File: config.mk
export PLATFORM = sky130hd
export DESIGN_NAME = slide_trunc_scaler
export DESIGN_NICKNAME = d
export VERILOG_FILES = /design/src/rtl/trunc_pkg.sv /design/src/rtl/st_headroom.sv /design/src/rtl/st_block_ctrl.sv /design/src/rtl/st_window.sv /design/src/rtl/st_scale_enc.sv /design/src/rtl/slide_trunc_scaler.sv
export SDC_FILE = /design/constraint.sdc
export NUM_CORES = 1
export LEC_CHECK = 0
export ABC_AREA = 1
export CAP_MARGIN = 20
export CORE_ASPECT_RATIO = 0.8
export CORE_UTILIZATION = 45
export CTS_CLUSTER_SIZE = 24
export DETAILED_ROUTE_END_ITERATION = 6
export DONT_BUFFER_PORTS = 1
export PLACE_DENSITY = 0.71
export SYNTH_ARGS = -nofsm -noshare
export SYNTH_HDL_FRONTEND = slang
export SYNTH_SLANG_ARGS = --single-unit
File: constraint.sdc
create_clock -name clk -period 1.4 [get_ports clk]
set_clock_uncertainty 0.2 [all_clocks]
set_input_delay 0.07 -clock clk [delete_from_list [all_inputs] [get_ports clk]]
set_output_delay 0.07 -clock clk [all_outputs]
set_load 0.03 [all_outputs]
File: src/rtl/trunc_pkg.sv
package trunc_pkg;
  typedef enum logic {
    TRUNC_FIXED = 1'b0,
    TRUNC_SLIDE = 1'b1
  } trunc_mode_e;
endpackage

File: src/rtl/st_headroom.sv
// Counts redundant sign bits and turns them into the shift this sample needs.
module st_headroom #(
  parameter int IN_W    = 35,
  parameter int OUT_W   = 14,
  parameter int SHIFT_W = 5
) (
  input  logic [IN_W-1:0]    x,
  output logic [SHIFT_W-1:0] need
);
  localparam int FIX   = IN_W - OUT_W;
  localparam int CNT_W = $clog2(IN_W);

  logic [CNT_W-1:0] red;
  logic             run;

  always_comb begin
    red = '0;
    run = 1'b1;
    for (int i = IN_W - 2; i >= 0; i--) begin
      if (run && (x[i] == x[IN_W-1])) red = red + 1'b1;
      else                            run = 1'b0;
    end
    if (int'(red) >= FIX) need = '0;
    else                  need = SHIFT_W'(FIX - int'(red));
  end
endmodule

File: src/rtl/st_block_ctrl.sv
// Tracks the peak need within a block and updates the block shift on the strobe.
module st_block_ctrl #(
  parameter int IN_W    = 35,
  parameter int OUT_W   = 14,
  parameter int SHIFT_W = 5
) (
  input  logic               clk,
  input  logic               rst_sn,
  input  logic               sample_ok,
  input  logic               blk_end,
  input  logic [SHIFT_W-1:0] need,
  output logic [SHIFT_W-1:0] blk_shift
);
  localparam int FIX = IN_W - OUT_W;

  logic [SHIFT_W-1:0] peak_q, peak_d, peak_up;
  logic [SHIFT_W-1:0] shift_q, shift_d;
  logic               en;

  always_comb begin
    peak_up = (sample_ok && (need > peak_q)) ? need : peak_q;
    en      = sample_ok | blk_end;
    if (blk_end) begin
      shift_d = peak_up;
      peak_d  = '0;
    end else begin
      shift_d = shift_q;
      peak_d  = peak_up;
    end
  end

  always_ff @(posedge clk or negedge rst_sn) begin
    if (!rst_sn) begin
      peak_q  <= '0;
      shift_q <= SHIFT_W'(FIX);
    end else if (en) begin
      peak_q  <= peak_d;
      shift_q <= shift_d;
    end
  end

  assign blk_shift = shift_q;
endmodule

File: src/rtl/st_window.sv
// Arithmetic right shift followed by saturation into the output width.
module st_window #(
  parameter int IN_W    = 35,
  parameter int OUT_W   = 14,
  parameter int SHIFT_W = 5
) (
  input  logic [IN_W-1:0]    x,
  input  logic [SHIFT_W-1:0] shift,
  output logic [OUT_W-1:0]   y
);
  localparam int TOP_W = IN_W - OUT_W + 1;

  logic signed [IN_W-1:0] shifted;
  logic                   fits;

  always_comb begin
    shifted = $signed(x) >>> shift;
    fits    = (shifted[IN_W-1:OUT_W-1] == {TOP_W{shifted[IN_W-1]}});
    if (fits)                 y = shifted[OUT_W-1:0];
    else if (shifted[IN_W-1]) y = {1'b1, {(OUT_W-1){1'b0}}};
    else                      y = {1'b0, {(OUT_W-1){1'b1}}};
  end
endmodule

File: src/rtl/st_scale_enc.sv
// Combines the exponents into a direction bit plus magnitude.
module st_scale_enc #(
  parameter int KX_W    = 3,
  parameter int KH_W    = 4,
  parameter int SHIFT_W = 5,
  parameter int SCALE_W = 9
) (
  input  logic [KX_W-1:0]    kx_a,
  input  logic [KX_W-1:0]    kx_b,
  input  logic [KH_W-1:0]    kh,
  input  logic [SHIFT_W-1:0] shift,
  output logic [SCALE_W-1:0] word
);
  localparam int MAG_W = SCALE_W - 1;

  int kx_min, asf, mag;

  always_comb begin
    kx_min = (kx_a < kx_b) ? int'(kx_a) : int'(kx_b);
    asf    = int'(kh) + kx_min - int'(shift);
    mag    = (asf < 0) ? -asf : asf;
    word   = {(asf > 0), MAG_W'(mag)};
  end
endmodule

File: src/rtl/slide_trunc_scaler.sv
module slide_trunc_scaler #(
  parameter int IN_W    = 35,
  parameter int OUT_W   = 14,
  parameter int KX_W    = 3,
  parameter int KH_W    = 4,
  parameter int SCALE_W = 9,
  localparam int SHIFT_W = $clog2(IN_W - OUT_W + 1)
) (
  input  logic               clk,
  input  logic               rst_n,
  input  logic               in_valid,
  input  logic [IN_W-1:0]    in_sample,
  input  logic [KX_W-1:0]    kx_a,
  input  logic [KX_W-1:0]    kx_b,
  input  logic [KH_W-1:0]    kh,
  input  logic               slide_en,
  input  logic               blk_end,
  output logic               out_valid,
  output logic [OUT_W-1:0]   out_sample,
  output logic [SHIFT_W-1:0] out_shift,
  output logic [SCALE_W-1:0] out_scale
);
  import trunc_pkg::*;

  localparam int FIX = IN_W - OUT_W;

  // reset: asynchronous assertion, synchronous release
  logic [1:0] rst_pipe;
  logic       rst_sn;

  always_ff @(posedge clk or negedge rst_n) begin
    if (!rst_n) rst_pipe <= 2'b00;
    else        rst_pipe <= {rst_pipe[0], 1'b1};
  end
  assign rst_sn = rst_pipe[1];

  trunc_mode_e        mode;
  logic [SHIFT_W-1:0] need, blk_shift, applied;
  logic [OUT_W-1:0]   win;
  logic [SCALE_W-1:0] scale;

  assign mode    = trunc_mode_e'(slide_en);
  assign applied = (mode == TRUNC_SLIDE) ? blk_shift : SHIFT_W'(FIX);

  st_headroom #(.IN_W(IN_W), .OUT_W(OUT_W), .SHIFT_W(SHIFT_W)) u_head (
    .x    (in_sample),
    .need (need)
  );

  st_block_ctrl #(.IN_W(IN_W), .OUT_W(OUT_W), .SHIFT_W(SHIFT_W)) u_ctrl (
    .clk       (clk),
    .rst_sn    (rst_sn),
    .sample_ok (in_valid),
    .blk_end   (blk_end),
    .need      (need),
    .blk_shift (blk_shift)
  );

  st_window #(.IN_W(IN_W), .OUT_W(OUT_W), .SHIFT_W(SHIFT_W)) u_win (
    .x     (in_sample),
    .shift (applied),
    .y     (win)
  );

  st_scale_enc #(.KX_W(KX_W), .KH_W(KH_W), .SHIFT_W(SHIFT_W), .SCALE_W(SCALE_W)) u_enc (
    .kx_a  (kx_a),
    .kx_b  (kx_b),
    .kh    (kh),
    .shift (applied),
    .word  (scale)
  );

  // output stage: next-state and register split
  logic               vld_d;
  logic [OUT_W-1:0]   smp_d;
  logic [SHIFT_W-1:0] sft_d;
  logic [SCALE_W-1:0] scl_d;

  always_comb begin
    vld_d = in_valid;
    smp_d = in_valid ? win     : out_sample;
    sft_d = in_valid ? applied : out_shift;
    scl_d = in_valid ? scale   : out_scale;
  end

  always_ff @(posedge clk or negedge rst_sn) begin
    if (!rst_sn) begin
      out_valid  <= 1'b0;
      out_sample <= '0;
      out_shift  <= '0;
      out_scale  <= '0;
    end else begin
      out_valid <= vld_d;
      if (in_valid) begin
        out_sample <= smp_d;
        out_shift  <= sft_d;
        out_scale  <= scl_d;
      end
    end
  end
endmodule

Word-level counts from Yosys, hierarchy flattened
Cells that the tools add are included.
{"block": "totals", "elab_cells": 196, "inputBits": 50, "regBits": 41}
{"block": "op_classes", "n_addsub": 37, "n_eq_ne": 35, "bitwise": 1, "reduce_logical": 35, "order_cmp": 5, "n_shift": 1, "mux": 75}
{"cell": "$add A6 B1 Y6 const B", "n": 33}
{"cell": "$mux W6", "n": 33}
{"cell": "$sshr A35 B5 Y35", "n": 1}
{"cell": "$eq A1 B1 Y1", "n": 34}
{"cell": "$logic_and A1 B1 Y1", "n": 34}
{"cell": "$mux W1", "n": 34}
{"cell": "$add A5 B32 Y32", "n": 1}
{"cell": "$gt A32 B1 Y1 const B", "n": 1}
{"cell": "$lt A32 B1 Y1 const B", "n": 1}
{"cell": "$sub A32 B6 Y32", "n": 1}
{"cell": "$mux W14", "n": 2}
{"cell": "$eq A21 B21 Y1", "n": 1}
{"cell": "$mux W5", "n": 4}
{"cell": "$mux W8", "n": 1}
{"cell": "$neg A8 Y8", "n": 1}
{"cell": "$ge A6 B5 Y1 const B", "n": 1}
{"cell": "$gt A5 B5 Y1", "n": 1}
{"cell": "$sub A5 B5 Y5 const A", "n": 1}
{"cell": "$lt A3 B3 Y1", "n": 1}
{"cell": "$mux W3", "n": 1}
{"cell": "$reduce_and A2 Y1", "n": 1}
{"cell": "$or A1 B1 Y1", "n": 1}

Longest topological paths before layout
{"block": "logic_depth", "word_depth": 74, "ltp_mapped": 130}

Cells and area by module
Synthesis repeated with hierarchy kept, for this count alone.
{"block": "hier_totals", "hier_cells": 1594, "area_unflattened_um2": 8844.7}
{"module": "st_headroom", "area_each_um2": 4261.6, "cells_each": 825, "n_inst": 1}
{"module": "st_window", "area_each_um2": 2199.6, "cells_each": 464, "n_inst": 1}
{"module": "slide_trunc_scaler", "area_each_um2": 1201.2, "cells_each": 131, "n_inst": 1}
{"module": "st_block_ctrl", "area_each_um2": 609.3, "cells_each": 77, "n_inst": 1}
{"module": "st_scale_enc", "area_each_um2": 573.0, "cells_each": 97, "n_inst": 1}

Worst setup path after synthesis
No wires, ideal clock.
{"block": "synth_timing", "kind": "input to register", "start": "input port in_sample[34]", "end": "register u_ctrl.shift_q[4], in the netlist u_ctrl.blk_shift[4]", "arrival_time_ns": 18.376, "path_slack_ns": -17.252, "cell_stages": 125, "t_required_ns": 1.124, "path_buffers": 2, "cell_sequence": "buf_6 buf_2 xor2_1 o21ai_0 inv_1 ha_1 inv_1 nand4_1 and2_1 ha_1 nand2_1 nand2_1 ha_1 or2_0 and2_1 ha_1 nand2_1 nand2_1 [89 not listed] nor2_1 o21ai_1 nand3_2 inv_2 nor2_4 nand2_1 inv_1 ha_1 nand2_1 nor2_1 inv_1 o221a_2 nor2_1 inv_1 nand2_1 nand2_1 nand2_1 nand2_1"}
{"block": "synth_via", "elab_chain_cells": 73}
{"item": "start, declared", "line_no": "slide_trunc_scaler.sv:12", "rtl": "input logic [IN_W-1:0] in_sample,"}
{"item": "$eq A1 B1 Y1", "line_no": "st_headroom.sv:20", "rtl": "if (run && (x[i] == x[IN_W-1])) red = red + 1'b1;"}
{"item": "$mux W1", "line_no": "st_headroom.sv:20"}
{"item": "$add A6 B1 Y6 or $logic_and A1 B1 Y1 (tied branches)", "line_no": "st_headroom.sv:20"}
{"item": "$mux W6 or $mux W1 (tied branches)", "line_no": "st_headroom.sv:20"}
{"item": "$add A6 B1 Y6 or $logic_and A1 B1 Y1 (tied branches)", "line_no": "st_headroom.sv:20"}
{"item": "$mux W6 or $mux W1 (tied branches)", "line_no": "st_headroom.sv:20"}
{"item": "$add A6 B1 Y6 or $logic_and A1 B1 Y1 (tied branches)", "line_no": "st_headroom.sv:20"}
{"item": "$mux W6 or $mux W1 (tied branches)", "line_no": "st_headroom.sv:20"}
{"item": "[57 not listed]"}
{"item": "$mux W6 or $mux W1 (tied branches)", "line_no": "st_headroom.sv:20"}
{"item": "$add A6 B1 Y6 or $logic_and A1 B1 Y1 (tied branches)", "line_no": "st_headroom.sv:20"}
{"item": "$mux W6 *", "line_no": "st_headroom.sv:20"}
{"item": "$sub A5 B5 Y5 or $ge A6 B5 Y1 (tied branches)", "line_no": "st_headroom.sv:24, st_headroom.sv:23"}
{"item": "$mux W5 *", "line_no": "st_headroom.sv:23", "rtl": "if (int'(red) >= FIX) need = '0;"}
{"item": "$gt A5 B5 Y1", "line_no": "st_block_ctrl.sv:21", "rtl": "peak_up = (sample_ok && (need > peak_q)) ? need : peak_q;"}
{"item": "$logic_and A1 B1 Y1", "line_no": "st_block_ctrl.sv:21"}
{"item": "$mux W5 *", "line_no": "st_block_ctrl.sv:21"}
{"item": "end signal, assigned", "line_no": "st_block_ctrl.sv:35", "rtl": "shift_q <= SHIFT_W'(FIX);"}
{"item": "end signal, assigned", "line_no": "st_block_ctrl.sv:38", "rtl": "shift_q <= shift_d;"}
{"item": "end, declared", "line_no": "st_block_ctrl.sv:17", "rtl": "logic [SHIFT_W-1:0] shift_q, shift_d;"}
Mark *: on every way between the ends. The rest lies on a longest branch, timed or not.
A chain may end at the register's enable or synchronous reset.

Worst setup path in the final report
{"block": "layout_timing", "start": "input port in_sample[34]", "end": "register u_ctrl.peak_q[0]"}
{"block": "layout_via", "elab_chain_cells": 74}
{"item": "$eq A1 B1 Y1", "line_no": "st_headroom.sv:20"}
{"item": "$mux W1", "line_no": "st_headroom.sv:20"}
{"item": "$add A6 B1 Y6 or $logic_and A1 B1 Y1 (tied branches)", "line_no": "st_headroom.sv:20"}
{"item": "$mux W6 or $mux W1 (tied branches)", "line_no": "st_headroom.sv:20"}
{"item": "$add A6 B1 Y6 or $logic_and A1 B1 Y1 (tied branches)", "line_no": "st_headroom.sv:20"}
{"item": "$mux W6 or $mux W1 (tied branches)", "line_no": "st_headroom.sv:20"}
{"item": "$add A6 B1 Y6 or $logic_and A1 B1 Y1 (tied branches)", "line_no": "st_headroom.sv:20"}
{"item": "$mux W6 or $mux W1 (tied branches)", "line_no": "st_headroom.sv:20"}
{"item": "[58 not listed]"}
{"item": "$add A6 B1 Y6 or $logic_and A1 B1 Y1 (tied branches)", "line_no": "st_headroom.sv:20"}
{"item": "$mux W6 *", "line_no": "st_headroom.sv:20"}
{"item": "$sub A5 B5 Y5 or $ge A6 B5 Y1 (tied branches)", "line_no": "st_headroom.sv:24, st_headroom.sv:23"}
{"item": "$mux W5 *", "line_no": "st_headroom.sv:23"}
{"item": "$gt A5 B5 Y1", "line_no": "st_block_ctrl.sv:21"}
{"item": "$logic_and A1 B1 Y1", "line_no": "st_block_ctrl.sv:21"}
{"item": "$mux W5 *", "line_no": "st_block_ctrl.sv:21"}
{"item": "$mux W5 *", "line_no": "st_block_ctrl.sv:23", "rtl": "if (blk_end) begin"}
{"item": "end signal, assigned", "line_no": "st_block_ctrl.sv:37", "rtl": "peak_q <= peak_d;"}
{"item": "end, declared", "line_no": "st_block_ctrl.sv:16", "rtl": "logic [SHIFT_W-1:0] peak_q, peak_d, peak_up;"}
Marks and branches as above.

==> out/metrics.cfg <==
[status]
outcome=finished, violations left
violations=negative hold slack, negative setup slack

[critical_path]
worst_ep_required_time_ns=1.40
rr_worst_depth=19
cp.arrival_ns=16.97
cpMaxStageDelayCell=ha_1
path_class=input pin to flop
critPathMaxStageDelay_ns=0.30
cp_max_fo=44
end_kind=flop
cp_common_cell=ha_4
startpoint_type=input pin

[power]
combinationalPowerShare_pct=66.6
swShare_pct=45.3
total_power_w=0.00850
switchingPower_w=0.00385
power.leakage_nw=6.78
p_int_w=0.00465
seq_power_share_pct=20.3
pwr-share-clk_pct=13.1
ir_drop_mv=0.785
power_density_nw_per_um2=691

[job]
drv_cap=0

[yosys]
ys.flop_type=dfrtp_1
syn_nets=1540
synth_edf_count=0
yosys-top-cells-area=nand2_1, dfrtp_1, inv_1
ys_types=45
yosys.area.top_type=nand2_1
synth_area_um2=7700
yosysSeqAreaShare_pct=13.4
synthArstFlopShare_pct=100
yosysWarningCount=0
synthCells=1438
ys_ff_latch=41
avgSynthCellArea_um2=5.36
synth_top_area_share_pct=23.2

[finish]
final_nets=1854
design_area_um2=12300
drive_above_1_share_pct=39.1
diodes=0
layout_common_cells=nand2_1, buf_4, inv_1, nand3_1, nor2_1
final_util_pct=73.8
final_cells=1973
layout.cells.most_common=nand2_1
syn2layout_area_growth_pct=59.6

[cts]
clock_path_buffers=2
cts_hold_buf=9
clk_pin_slew_ns=0.06
cts_root_buffer=clkbuf_16
htreeDepth=2
cts_tree=built
clock_latency_ns=0.28
cts_buffers=5
clock_sinks=41

[grt]
antenna_found_initial=0
grt_pass1_wl_um=42500
grt_max_degree=45
first_global_vias=9581
global_route.overflow_total=0
grt_usage_pct=28.7

[sta]
slew_violations=0
tns_ns=-192.97
min_period_ns=16.96
setup_viol_count_final=31
rsz0062_at_grt=yes
finalCritPeriodShare_pct=1210
worst_slack_ns=-15.56
hold_viol=31
max_freq_mhz=59.0
hold-worst-slack_ns=-0.385

[die]
core.rowCount=42
die_y_um=119
start_util_pct=46.3
pin_count=79
dieArea_um2=17700
core_um2=16700
fp.dieW_um=148

[placement]
place_congestion=0.901
dp.cells=1892
io_buffer_count=0
placed_area_um2=10200
dp_hpwl_um=17900

[drt]
drc=0
first_pass_iters=5
drt-total-wl_um=27400
drtAntennaViolNets=0
drt_iter0_markers=638
wl_per_cell_um=13.9
vias_per_cell=5.17
vias=10200

[hold_path]
min_path_type=input pin to flop
min_path_cells=0

==> registers in the layout (all words and copies together), names as in the netlist <==
signal and flops:
out_sample 14, out_scale 9, out_shift 5, out_valid 1, rst_pipe 2, u_ctrl.blk_shift 5
u_ctrl.peak_q 5
==> logic make-up after synthesis <==
kind of cell             synth area share, %
other                                 0.0487
XOR/XNOR                                1.59
flip-flops                              13.4
buffers and inverters                   14.2
adder cells (fa/ha/maj)                 8.83
multiplexers                           0.780
AND/OR/NAND/NOR                         46.6
AO/OA/AOI/OAI                           14.5
==> final timing paths <==
check,start,endpoint,slack (ns)
max in group asynchronous,rst_pipe[1],u_ctrl.peak_q[4],0.15
setup / recovery,in_sample[34],u_ctrl.peak_q[0],-15.56
hold reg to reg,rst_pipe[0],rst_pipe[1],0.15
min in group asynchronous,rst_pipe[1],u_ctrl.blk_shift[0],0.16
setup reg to reg,u_ctrl.blk_shift[0],out_sample[9],-1.99
hold / removal,in_valid,out_valid,-0.38
==> layer usage <==
layer | up-vias | global-route usage (%) | part of all wire (%)
li1 | 5186 | - | -
met1 | 4563 | 36.5 | 42
met2 | 353 | 50.5 | 48
met3 | 91 | 4.18 | 5.6
met4 | 0 | 7.02 | 3.8
met5 | - | 0 | 0
==> stage by stage <==
stage	worst slack, ns	hold slack [ns]
floorplan	-15.99	-0.426
global placement	-16.08	-0.426
detailed placement	-16.74	-0.426
CTS	-15.80	-0.385
global route	-16.20	-0.396
finish	-15.56	-0.385
==> critical path, delay by kind of cell <==
kind | cells | cell delay, ns
AOI/OAI and AO/OA | 5 | 0.78
xor gates and xnor gates | 1 | 0.17
adders and majority gates | 32 | 7.63
buffers and inverters | 17 | 0.88
and+or+nand+nor | 70 | 7.42
==> Yosys cell counts (2+ instances only) <==
cell and number:
nand2_1 477, inv_1 237, nor2_1 128, nand3_1 125
o21ai_0 125, ha_1 48, a21oi_1 45, dfrtp_1 38
clkbuf_1 35, nand2_2 21, nand4_1 16, nand3_2 15
or2_2 15, o211ai_1 12, xor2_1 11, inv_2 10
o22ai_1 7, and2_1 6, mux2i_1 6, nand3b_1 5
nor2_2 5, nor3_1 5, buf_1 4, fa_1 4
a31oi_1 3, dfstp_2 3, nand2_4 3, nor4_1 3
o21ai_1 3, xnor2_1 3, a211oi_1 2, a21oi_2 2
clkinv_1 2, o21a_1 2, o31ai_1 2
==> final cells by class <==
class / count / area, µm²
Tap cell: 220 / 275
Clock buffer: 6 / 129
Multi-Input combinational cell: 1108 / 7070
Timing Repair Buffer: 347 / 2830
Fill cell: 1212 / 4360
Inverter: 249 / 945
Sequential cell: 41 / 1030
Clock inverter: 2 / 10.0
==> what timing repair did <==
item	4_1_cts	5_1_grt
setup endpoints to repair	31	39
endpoints found under the hold margin	36	31
pin swaps	97	147
buffers inserted	52	18
gates cloned	5	0
resized for setup	155	182
==> power groups by stage <==
stage / logic (W) / clock network, W / registers, W
2_1_floorplan: 0.00238 / 0 / 0.00187
3_5_place_dp: 0.00414 / 0 / 0.00173
6_report: 0.00566 / 0.00112 / 0.00172
5_1_grt: 0.00617 / 0.00120 / 0.00175
3_3_place_gp: 0.00404 / 0 / 0.00173
4_1_cts: 0.00482 / 0.00112 / 0.00172
(Power assumes the default switching activity.)
